<file path="config.mk">
export PLATFORM = sky130hd
export DESIGN_NAME = bus_xfer_seq
export DESIGN_NICKNAME = d
export VERILOG_FILES = /design/src/rtl/bus_xfer_seq_pkg.sv /design/src/rtl/bxs_classify.sv /design/src/rtl/bxs_walker.sv /design/src/rtl/bxs_ctrl.sv /design/src/rtl/bus_xfer_seq.sv
export SDC_FILE = /design/constraint.sdc
export NUM_CORES = 1
export LEC_CHECK = 0
export ABC_CLOCK_PERIOD_IN_PS = 6100
export BUFFER_PORTS_ARGS = -buffer_cell sky130_fd_sc_hd__buf_2
export CORE_MARGIN = 2
export CORE_UTILIZATION = 40
export CTS_BUF_LIST = sky130_fd_sc_hd__clkbuf_4 sky130_fd_sc_hd__clkbuf_8 sky130_fd_sc_hd__clkbuf_16
export DETAILED_ROUTE_END_ITERATION = 8
export PLACE_DENSITY_LB_ADDON = 0.25
export SYNTH_ARGS = -nofsm -noshare
export SYNTH_HDL_FRONTEND = slang
export SYNTH_SLANG_ARGS = --single-unit
</file>
<file path="constraint.sdc">
create_clock -name clk -period 6.1 [get_ports clk]
set_input_delay 0.915 -clock clk [delete_from_list [all_inputs] [get_ports clk]]
set_output_delay 0.915 -clock clk [all_outputs]
set_load 0.03 [all_outputs]
</file>
<file path="src/rtl/bus_xfer_seq_pkg.sv">
package bus_xfer_seq_pkg;

   typedef enum logic [2:0] {
      K_RD_NC   = 3'd0,
      K_WR_NB   = 3'd1,
      K_WR_BUF  = 3'd2,
      K_WALK    = 3'd3,
      K_FILL    = 3'd4,
      K_EVICT_S = 3'd5,
      K_EVICT_L = 3'd6,
      K_SPARE   = 3'd7
   } xfer_kind_e;

   typedef enum logic [1:0] {
      TT_ADDR = 2'b00,
      TT_NSEQ = 2'b10,
      TT_SEQ  = 2'b11
   } trans_e;

   typedef enum logic [1:0] {
      BH_NONE = 2'b00,
      BH_W4   = 2'b01,
      BH_W8   = 2'b10,
      BH_OPEN = 2'b11
   } burst_e;

   typedef enum logic [2:0] {
      LS_REQ   = 3'd0,
      LS_ONE   = 3'd1,
      LS_FILL  = 3'd2,
      LS_SHORT = 3'd3,
      LS_LONG  = 3'd4
   } len_sel_e;

   typedef enum logic [1:0] {
      ST_IDLE = 2'd0,
      ST_OPEN = 2'd1,
      ST_SEQ  = 2'd2
   } seq_state_e;

   typedef struct packed {
      burst_e   burst;
      logic     write;
      logic     more_en;
      len_sel_e sel;
   } xfer_class_t;

   function automatic xfer_class_t classify(xfer_kind_e k);
      xfer_class_t c;
      c = '{burst: BH_NONE, write: 1'b0, more_en: 1'b0, sel: LS_REQ};
      case (k)
         K_RD_NC:   c = '{burst: BH_NONE, write: 1'b0, more_en: 1'b1, sel: LS_REQ};
         K_WR_NB:   c = '{burst: BH_NONE, write: 1'b1, more_en: 1'b0, sel: LS_REQ};
         K_WR_BUF:  c = '{burst: BH_OPEN, write: 1'b1, more_en: 1'b0, sel: LS_REQ};
         K_WALK:    c = '{burst: BH_OPEN, write: 1'b0, more_en: 1'b0, sel: LS_ONE};
         K_FILL:    c = '{burst: BH_W8,   write: 1'b0, more_en: 1'b0, sel: LS_FILL};
         K_EVICT_S: c = '{burst: BH_W4,   write: 1'b1, more_en: 1'b0, sel: LS_SHORT};
         K_EVICT_L: c = '{burst: BH_W8,   write: 1'b1, more_en: 1'b0, sel: LS_LONG};
         default:   c = '{burst: BH_NONE, write: 1'b0, more_en: 1'b1, sel: LS_REQ};
      endcase
      return c;
   endfunction

endpackage

</file>
<file path="src/rtl/bxs_classify.sv">
module bxs_classify
   import bus_xfer_seq_pkg::*;
#(
   parameter int LEN_W       = 4,
   parameter int FILL_WORDS  = 8,
   parameter int EVICT_SHORT = 4,
   parameter int EVICT_LONG  = 8
) (
   input  logic [2:0]       kind_i,
   input  logic [LEN_W-1:0] len_i,
   output logic [1:0]       burst_o,
   output logic             write_o,
   output logic             more_en_o,
   output logic [LEN_W-1:0] words_o
);
   localparam logic [LEN_W-1:0] ONE_W   = LEN_W'(1);
   localparam logic [LEN_W-1:0] FILL_W  = LEN_W'(FILL_WORDS);
   localparam logic [LEN_W-1:0] SHORT_W = LEN_W'(EVICT_SHORT);
   localparam logic [LEN_W-1:0] LONG_W  = LEN_W'(EVICT_LONG);

   xfer_class_t cls;

   always_comb begin
      cls       = classify(xfer_kind_e'(kind_i));
      burst_o   = cls.burst;
      write_o   = cls.write;
      more_en_o = cls.more_en;
      case (cls.sel)
         LS_ONE:   words_o = ONE_W;
         LS_FILL:  words_o = FILL_W;
         LS_SHORT: words_o = SHORT_W;
         LS_LONG:  words_o = LONG_W;
         default:  words_o = (len_i == '0) ? ONE_W : len_i;
      endcase
   end
endmodule

</file>
<file path="src/rtl/bxs_walker.sv">
module bxs_walker #(
   parameter int ADDR_W     = 32,
   parameter int LEN_W      = 4,
   parameter int WORD_BYTES = 4,
   parameter bit ALIGN_ADDR = 1'b1
) (
   input  logic              clk,
   input  logic              rst_n,
   input  logic              load_i,
   input  logic [ADDR_W-1:0] addr_i,
   input  logic [LEN_W-1:0]  words_i,
   input  logic              step_i,
   output logic [ADDR_W-1:0] addr_o,
   output logic              last_o
);
   localparam int LOW_BITS = (WORD_BYTES > 1) ? $clog2(WORD_BYTES) : 0;
   localparam logic [ADDR_W-1:0] STEP = ADDR_W'(WORD_BYTES);

   logic [ADDR_W-1:0] start_addr;
   logic [ADDR_W-1:0] addr_q;
   logic [LEN_W-1:0]  rem_q;

   generate
      if (ALIGN_ADDR && (LOW_BITS > 0)) begin : g_align
         assign start_addr = {addr_i[ADDR_W-1:LOW_BITS], {LOW_BITS{1'b0}}};
      end else begin : g_raw
         assign start_addr = addr_i;
      end
   endgenerate

   always_ff @(posedge clk or negedge rst_n) begin
      if (!rst_n) begin
         addr_q <= '0;
         rem_q  <= '0;
      end else if (load_i) begin
         addr_q <= start_addr;
         rem_q  <= words_i;
      end else if (step_i) begin
         addr_q <= addr_q + STEP;
         rem_q  <= rem_q - LEN_W'(1);
      end
   end

   assign addr_o = addr_q;
   assign last_o = (rem_q == LEN_W'(1));
endmodule

</file>
<file path="src/rtl/bxs_ctrl.sv">
module bxs_ctrl
   import bus_xfer_seq_pkg::*;
(
   input  logic       clk,
   input  logic       rst_n,
   input  logic       req_valid_i,
   input  logic       grant_i,
   input  logic       wait_i,
   input  logic       last_i,
   output seq_state_e state_o,
   output logic       load_o,
   output logic       step_o
);
   seq_state_e st_q, st_d;

   always_comb begin
      load_o = (st_q == ST_IDLE) && req_valid_i;
      step_o = (st_q == ST_SEQ) && grant_i && !wait_i;
      st_d   = st_q;
      case (st_q)
         ST_IDLE: if (req_valid_i) st_d = ST_OPEN;
         ST_OPEN: if (grant_i) st_d = ST_SEQ;
         ST_SEQ: begin
            if (!grant_i)        st_d = ST_OPEN;
            else if (!wait_i && last_i) st_d = ST_IDLE;
         end
         default: st_d = ST_IDLE;
      endcase
   end

   always_ff @(posedge clk or negedge rst_n) begin
      if (!rst_n) st_q <= ST_IDLE;
      else        st_q <= st_d;
   end

   assign state_o = st_q;
endmodule

</file>
<file path="src/rtl/bus_xfer_seq.sv">
module bus_xfer_seq
   import bus_xfer_seq_pkg::*;
#(
   parameter int ADDR_W      = 32,
   parameter int LEN_W       = 4,
   parameter int WORD_BYTES  = 4,
   parameter int FILL_WORDS  = 8,
   parameter int EVICT_SHORT = 4,
   parameter int EVICT_LONG  = 8,
   parameter bit ALIGN_ADDR  = 1'b1
) (
   input  logic              clk,
   input  logic              rst_n,
   input  logic              req_valid,
   input  logic [2:0]        req_kind,
   input  logic [ADDR_W-1:0] req_addr,
   input  logic [LEN_W-1:0]  req_len,
   output logic              req_ready,
   output logic              req_done,
   input  logic              bus_grant,
   input  logic              bus_wait,
   output logic [1:0]        bus_trans,
   output logic [ADDR_W-1:0] bus_addr,
   output logic              bus_write,
   output logic              bus_astrobe,
   output logic [1:0]        bus_burst,
   output logic              bus_more
);
   localparam int MAX_WORDS = (1 << LEN_W) - 1;

   generate
      if (WORD_BYTES < 1 || (WORD_BYTES & (WORD_BYTES - 1)) != 0) begin : g_bad_word
         $error("WORD_BYTES must be a power of two");
      end
      if (FILL_WORDS > MAX_WORDS || EVICT_LONG > MAX_WORDS || EVICT_SHORT > MAX_WORDS) begin : g_bad_len
         $error("LEN_W too narrow for fixed burst lengths");
      end
      if (FILL_WORDS < 1 || EVICT_SHORT < 1 || EVICT_LONG < 1) begin : g_bad_fixed
         $error("fixed burst lengths must be at least one word");
      end
      if (ADDR_W < 8) begin : g_bad_addr
         $error("ADDR_W too small");
      end
   endgenerate

   seq_state_e       state;
   logic             load, step, last;
   logic [1:0]       cls_burst;
   logic             cls_write, cls_more_en;
   logic [LEN_W-1:0] cls_words;
   logic [1:0]       burst_q;
   logic             write_q, more_en_q;
   logic             seq_active;

   bxs_classify #(
      .LEN_W(LEN_W), .FILL_WORDS(FILL_WORDS),
      .EVICT_SHORT(EVICT_SHORT), .EVICT_LONG(EVICT_LONG)
   ) u_classify (
      .kind_i(req_kind), .len_i(req_len),
      .burst_o(cls_burst), .write_o(cls_write),
      .more_en_o(cls_more_en), .words_o(cls_words)
   );

   bxs_ctrl u_ctrl (
      .clk(clk), .rst_n(rst_n),
      .req_valid_i(req_valid), .grant_i(bus_grant), .wait_i(bus_wait),
      .last_i(last), .state_o(state), .load_o(load), .step_o(step)
   );

   bxs_walker #(
      .ADDR_W(ADDR_W), .LEN_W(LEN_W),
      .WORD_BYTES(WORD_BYTES), .ALIGN_ADDR(ALIGN_ADDR)
   ) u_walker (
      .clk(clk), .rst_n(rst_n),
      .load_i(load), .addr_i(req_addr), .words_i(cls_words),
      .step_i(step), .addr_o(bus_addr), .last_o(last)
   );

   always_ff @(posedge clk or negedge rst_n) begin
      if (!rst_n) begin
         burst_q   <= BH_NONE;
         write_q   <= 1'b0;
         more_en_q <= 1'b0;
      end else if (load) begin
         burst_q   <= cls_burst;
         write_q   <= cls_write;
         more_en_q <= cls_more_en;
      end
   end

   assign seq_active  = (state == ST_SEQ) && bus_grant;
   assign bus_trans   = seq_active ? TT_SEQ : TT_ADDR;
   assign bus_astrobe = (state == ST_OPEN) && bus_grant;
   assign bus_burst   = burst_q;
   assign bus_write   = write_q;
   assign bus_more    = seq_active && more_en_q && !last;
   assign req_ready   = (state == ST_IDLE);
   assign req_done    = step && last;
endmodule

</file>
==> impl_metrics.py <==
metrics = {
    "cells_and_area": {
        "areaGrowthSynthToFinish_pct": 21.7,
        "fillers": 597,
        "fin_area_um2": 2960,
        "instances_no_fill": 434,
        "final_util": 0.503,
        "nets": 405,
        "drive_above_1_share": 0.270,
        "mostFrequentLayoutCells": "80 x buf_2, 40 x dfrtp_1, 33 x nand2_1",
        "n_antenna_cell": 0,
        "final_common_cell": "buf_2",
    },
    "detailed_routing": {
        "drt_wl_total_um": 6200,
        "wl_per_cell_um": 14.3,
        "dr.pass1.iters": 4,
        "route.detailed.drc": 0,
        "detail-route-antenna-nets": 0,
        "first_iter_violations": 210,
        "route.vias.total": 2319,
        "via_per_inst": 5.34,
    },
    "pwr": {
        "ir_drop_mv": 0.214,
        "clockPowerShare": 0.131,
        "internal-power_mw": 0.741,
        "p_sw_frac": 0.503,
        "power_density_nw_per_um2": 503,
        "p_sw_mw": 0.749,
        "p_leak_nw": 1.26,
        "seq_power_share": 0.372,
        "power_mw": 1.49,
        "p_comb_frac": 0.497,
    },
    "worst_setup_path": {
        "ff2ff_setup_slack_ns": 3.69,
        "worstPathMaxFanout": 3,
        "worstSetupPathType": "flip-flop to output pin",
        "worst_setup_path_end_kind": "output pin",
        "critPathArrivalTime_ns": 1.82,
        "required_ns": 5.18,
        "startpoint_type": "flip-flop",
    },
    "clock_network": {
        "hold_buffers": 0,
        "cts_setup_buffers": 0,
        "htree_levels": 2,
        "cts_tree": "done",
        "cts_made_buffers": 5,
        "cts.repair.resized": 0,
        "clock_sinks": 40,
        "ctsRootBufferMaster": "clkbuf_8",
        "cts_buffer_depth": 2,
        "clk_pin_slew_worst_paths_ns": 0.07,
        "clk-insertion-delay-late_ns": 0.29,
    },
    "floorplanning": {
        "initial_utilization": 0.413,
        "num_rows": 28,
        "pin_count": 85,
        "dieArea_um2": 6720,
        "die_w_um": 82,
        "fp.dieH_um": 82,
        "core-area_um2": 5890,
    },
    "status": {
        "outcome": "finished clean",
    },
    "placed_design": {
        "placed_area_um2": 2860,
        "port_buffers": 80,
        "place_congestion": 0.790,
        "hpwlAfterDp_um": 4430,
        "place_inst": 426,
    },
    "timing": {
        "finalHoldViolCount": 0,
        "slew_viol_final": 0,
        "setup_viol": 0,
        "period_minus_slack_ns": 2.74,
        "fin_crit_sh": 0.449,
        "tns_ns": 0,
        "fin_skew_ns": 0.00856,
        "max_freq_mhz": 365,
        "slew-limit-headroom": 0.375,
        "rsz0062_at_grt": "false",
        "worst_slew_pin_slew_ns": 0.938,
    },
    "yosys": {
        "netlist_area_um2": 2430,
        "ys_seq_area_frac": 0.411,
        "ys_warn_count": 0,
        "ys_seq_elements": 40,
        "yosysUniqueCellTypes": 41,
        "syn_inst": 287,
        "syn_avg_cell_area_um2": 8.48,
    },
    "grt": {
        "grt_pass1_wl_um": 10100,
        "antenna_found_initial": 0,
        "grt_use_total": 0.196,
        "grt_pass1_vias": 2071,
        "overflow": 0,
        "grt_max_degree": 51,
    },
    "hold_path": {
        "hp-class": "flip-flop to flip-flop",
    },
    "flow_run": {
        "cap_viol_max_count": 0,
    },
}
## layer usage
layer / up-vias / GRT usage / share of wire
li1: 1200 / - / -
met4: 0 / 0.0467 / 0.0090
met3: 5 / 0.0396 / 0.054
met5: - / 0 / 0
met1: 1057 / 0.280 / 0.49
met2: 57 / 0.303 / 0.45
## registers in the layout, indices dropped and copies added, names as in the netlist
signal           cells
u_ctrl.state_o       2
bus_burst            2
bus_write            1
u_walker.rem_q       4
u_walker.addr_o     30
more_en_q            1
## through the flow
stage	hold WS, ns	worst slack, ns
floorplan	0.442	3.24
global placement	0.456	3.17
detailed placement	0.465	3.15
CTS	0.483	3.37
global route	0.505	3.23
finish	0.475	3.36
## cells in the mapped netlist
master | n | area, µm²
o22ai_1 | 1 | 6.26
conb_1 | 1 | 3.75
nand2_1 | 33 | 124
nand4bb_4 | 1 | 27.5
a211oi_1 | 2 | 15.0
mux2_2 | 1 | 11.3
and3_1 | 7 | 43.8
or2b_1 | 1 | 7.51
nand2b_1 | 1 | 6.26
clkbuf_1 | 14 | 52.6
a31o_2 | 1 | 8.76
ha_1 | 3 | 37.5
maj3_1 | 1 | 10.0
nor3_1 | 4 | 20.0
nor4_1 | 2 | 12.5
o21ai_0 | 26 | 130
o31a_1 | 1 | 8.76
nand4_1 | 8 | 50.1
buf_4 | 4 | 30.0
a21oi_1 | 3 | 15.0
a221o_1 | 1 | 10.0
or4_1 | 16 | 120
o31ai_1 | 12 | 90.1
and4_1 | 2 | 17.5
or3_1 | 6 | 37.5
nor2_1 | 30 | 113
and2_1 | 2 | 12.5
and4bb_2 | 1 | 12.5
o211ai_1 | 2 | 15.0
a31oi_1 | 20 | 125
dfrtp_1 | 40 | 1000
xor2_1 | 6 | 52.6
or4_4 | 1 | 11.3
xnor2_1 | 7 | 61.3
a211o_1 | 1 | 8.76
buf_2 | 1 | 5.00
nor3b_1 | 1 | 7.51
nand3_1 | 12 | 60.1
or3b_2 | 1 | 8.76
inv_1 | 9 | 33.8
or4b_1 | 1 | 10.0
## power groups by stage
| stage | sequential (mW) | clock, mW | combinational (mW) |
|---|---|---|---|
| 2_1_floorplan | 0.732 | 0 | 0.336 |
| 3_3_place_gp | 0.550 | 0 | 0.731 |
| 3_5_place_dp | 0.556 | 0 | 0.746 |
| 4_1_cts | 0.552 | 0.202 | 0.749 |
| 5_1_grt | 0.580 | 0.212 | 0.820 |
| 6_report | 0.554 | 0.195 | 0.740 |
## area by class of cell
type / instances / area [µm²] / area share
Multi-Input combinational cell: 220 / 1320 / 0.446
Timing Repair Buffer: 82 / 415 / 0.140
Inverter: 9 / 33.8 / 0.0114
Tap cell: 75 / 93.8 / 0.0317
Clock buffer: 8 / 97.6 / 0.0330
Sequential cell: 40 / 1000 / 0.338
## kinds of logic after synthesis
group,after synthesis,share of synthesized area
other,1,0.00154
AND/OR/NAND/NOR,130,0.288
adder cells (fa/ha/maj),4,0.0195
AO/OA/AOI/OAI,70,0.178
flip-flops,40,0.411
multiplexers,1,0.00463
XOR/XNOR,13,0.0468
buffers and inverters,28,0.0499
## critical path, cell delays in order, from the launching register on
cell and delay [ns]:
dfrtp_1 0.41, inv_1 0.09, ha_1 0.13, or3b_2 0.47, nor4_1 0.19, buf_2 0.25
## worst paths after layout
path	startpoint	end	depth (start not counted)
max in group asynchronous	rst_n	u_walker.addr_o[3]	1
min in group asynchronous	rst_n	u_walker.addr_o[18]	1
worst min register to register	more_en_q	more_en_q	2
worst max-delay path	u_walker.rem_q[1]	req_done	5
worst min-delay path	more_en_q	more_en_q	2
worst max register to register	u_ctrl.state_o[1]	u_walker.addr_o[16]	4
(Power assumes the default switching activity.)
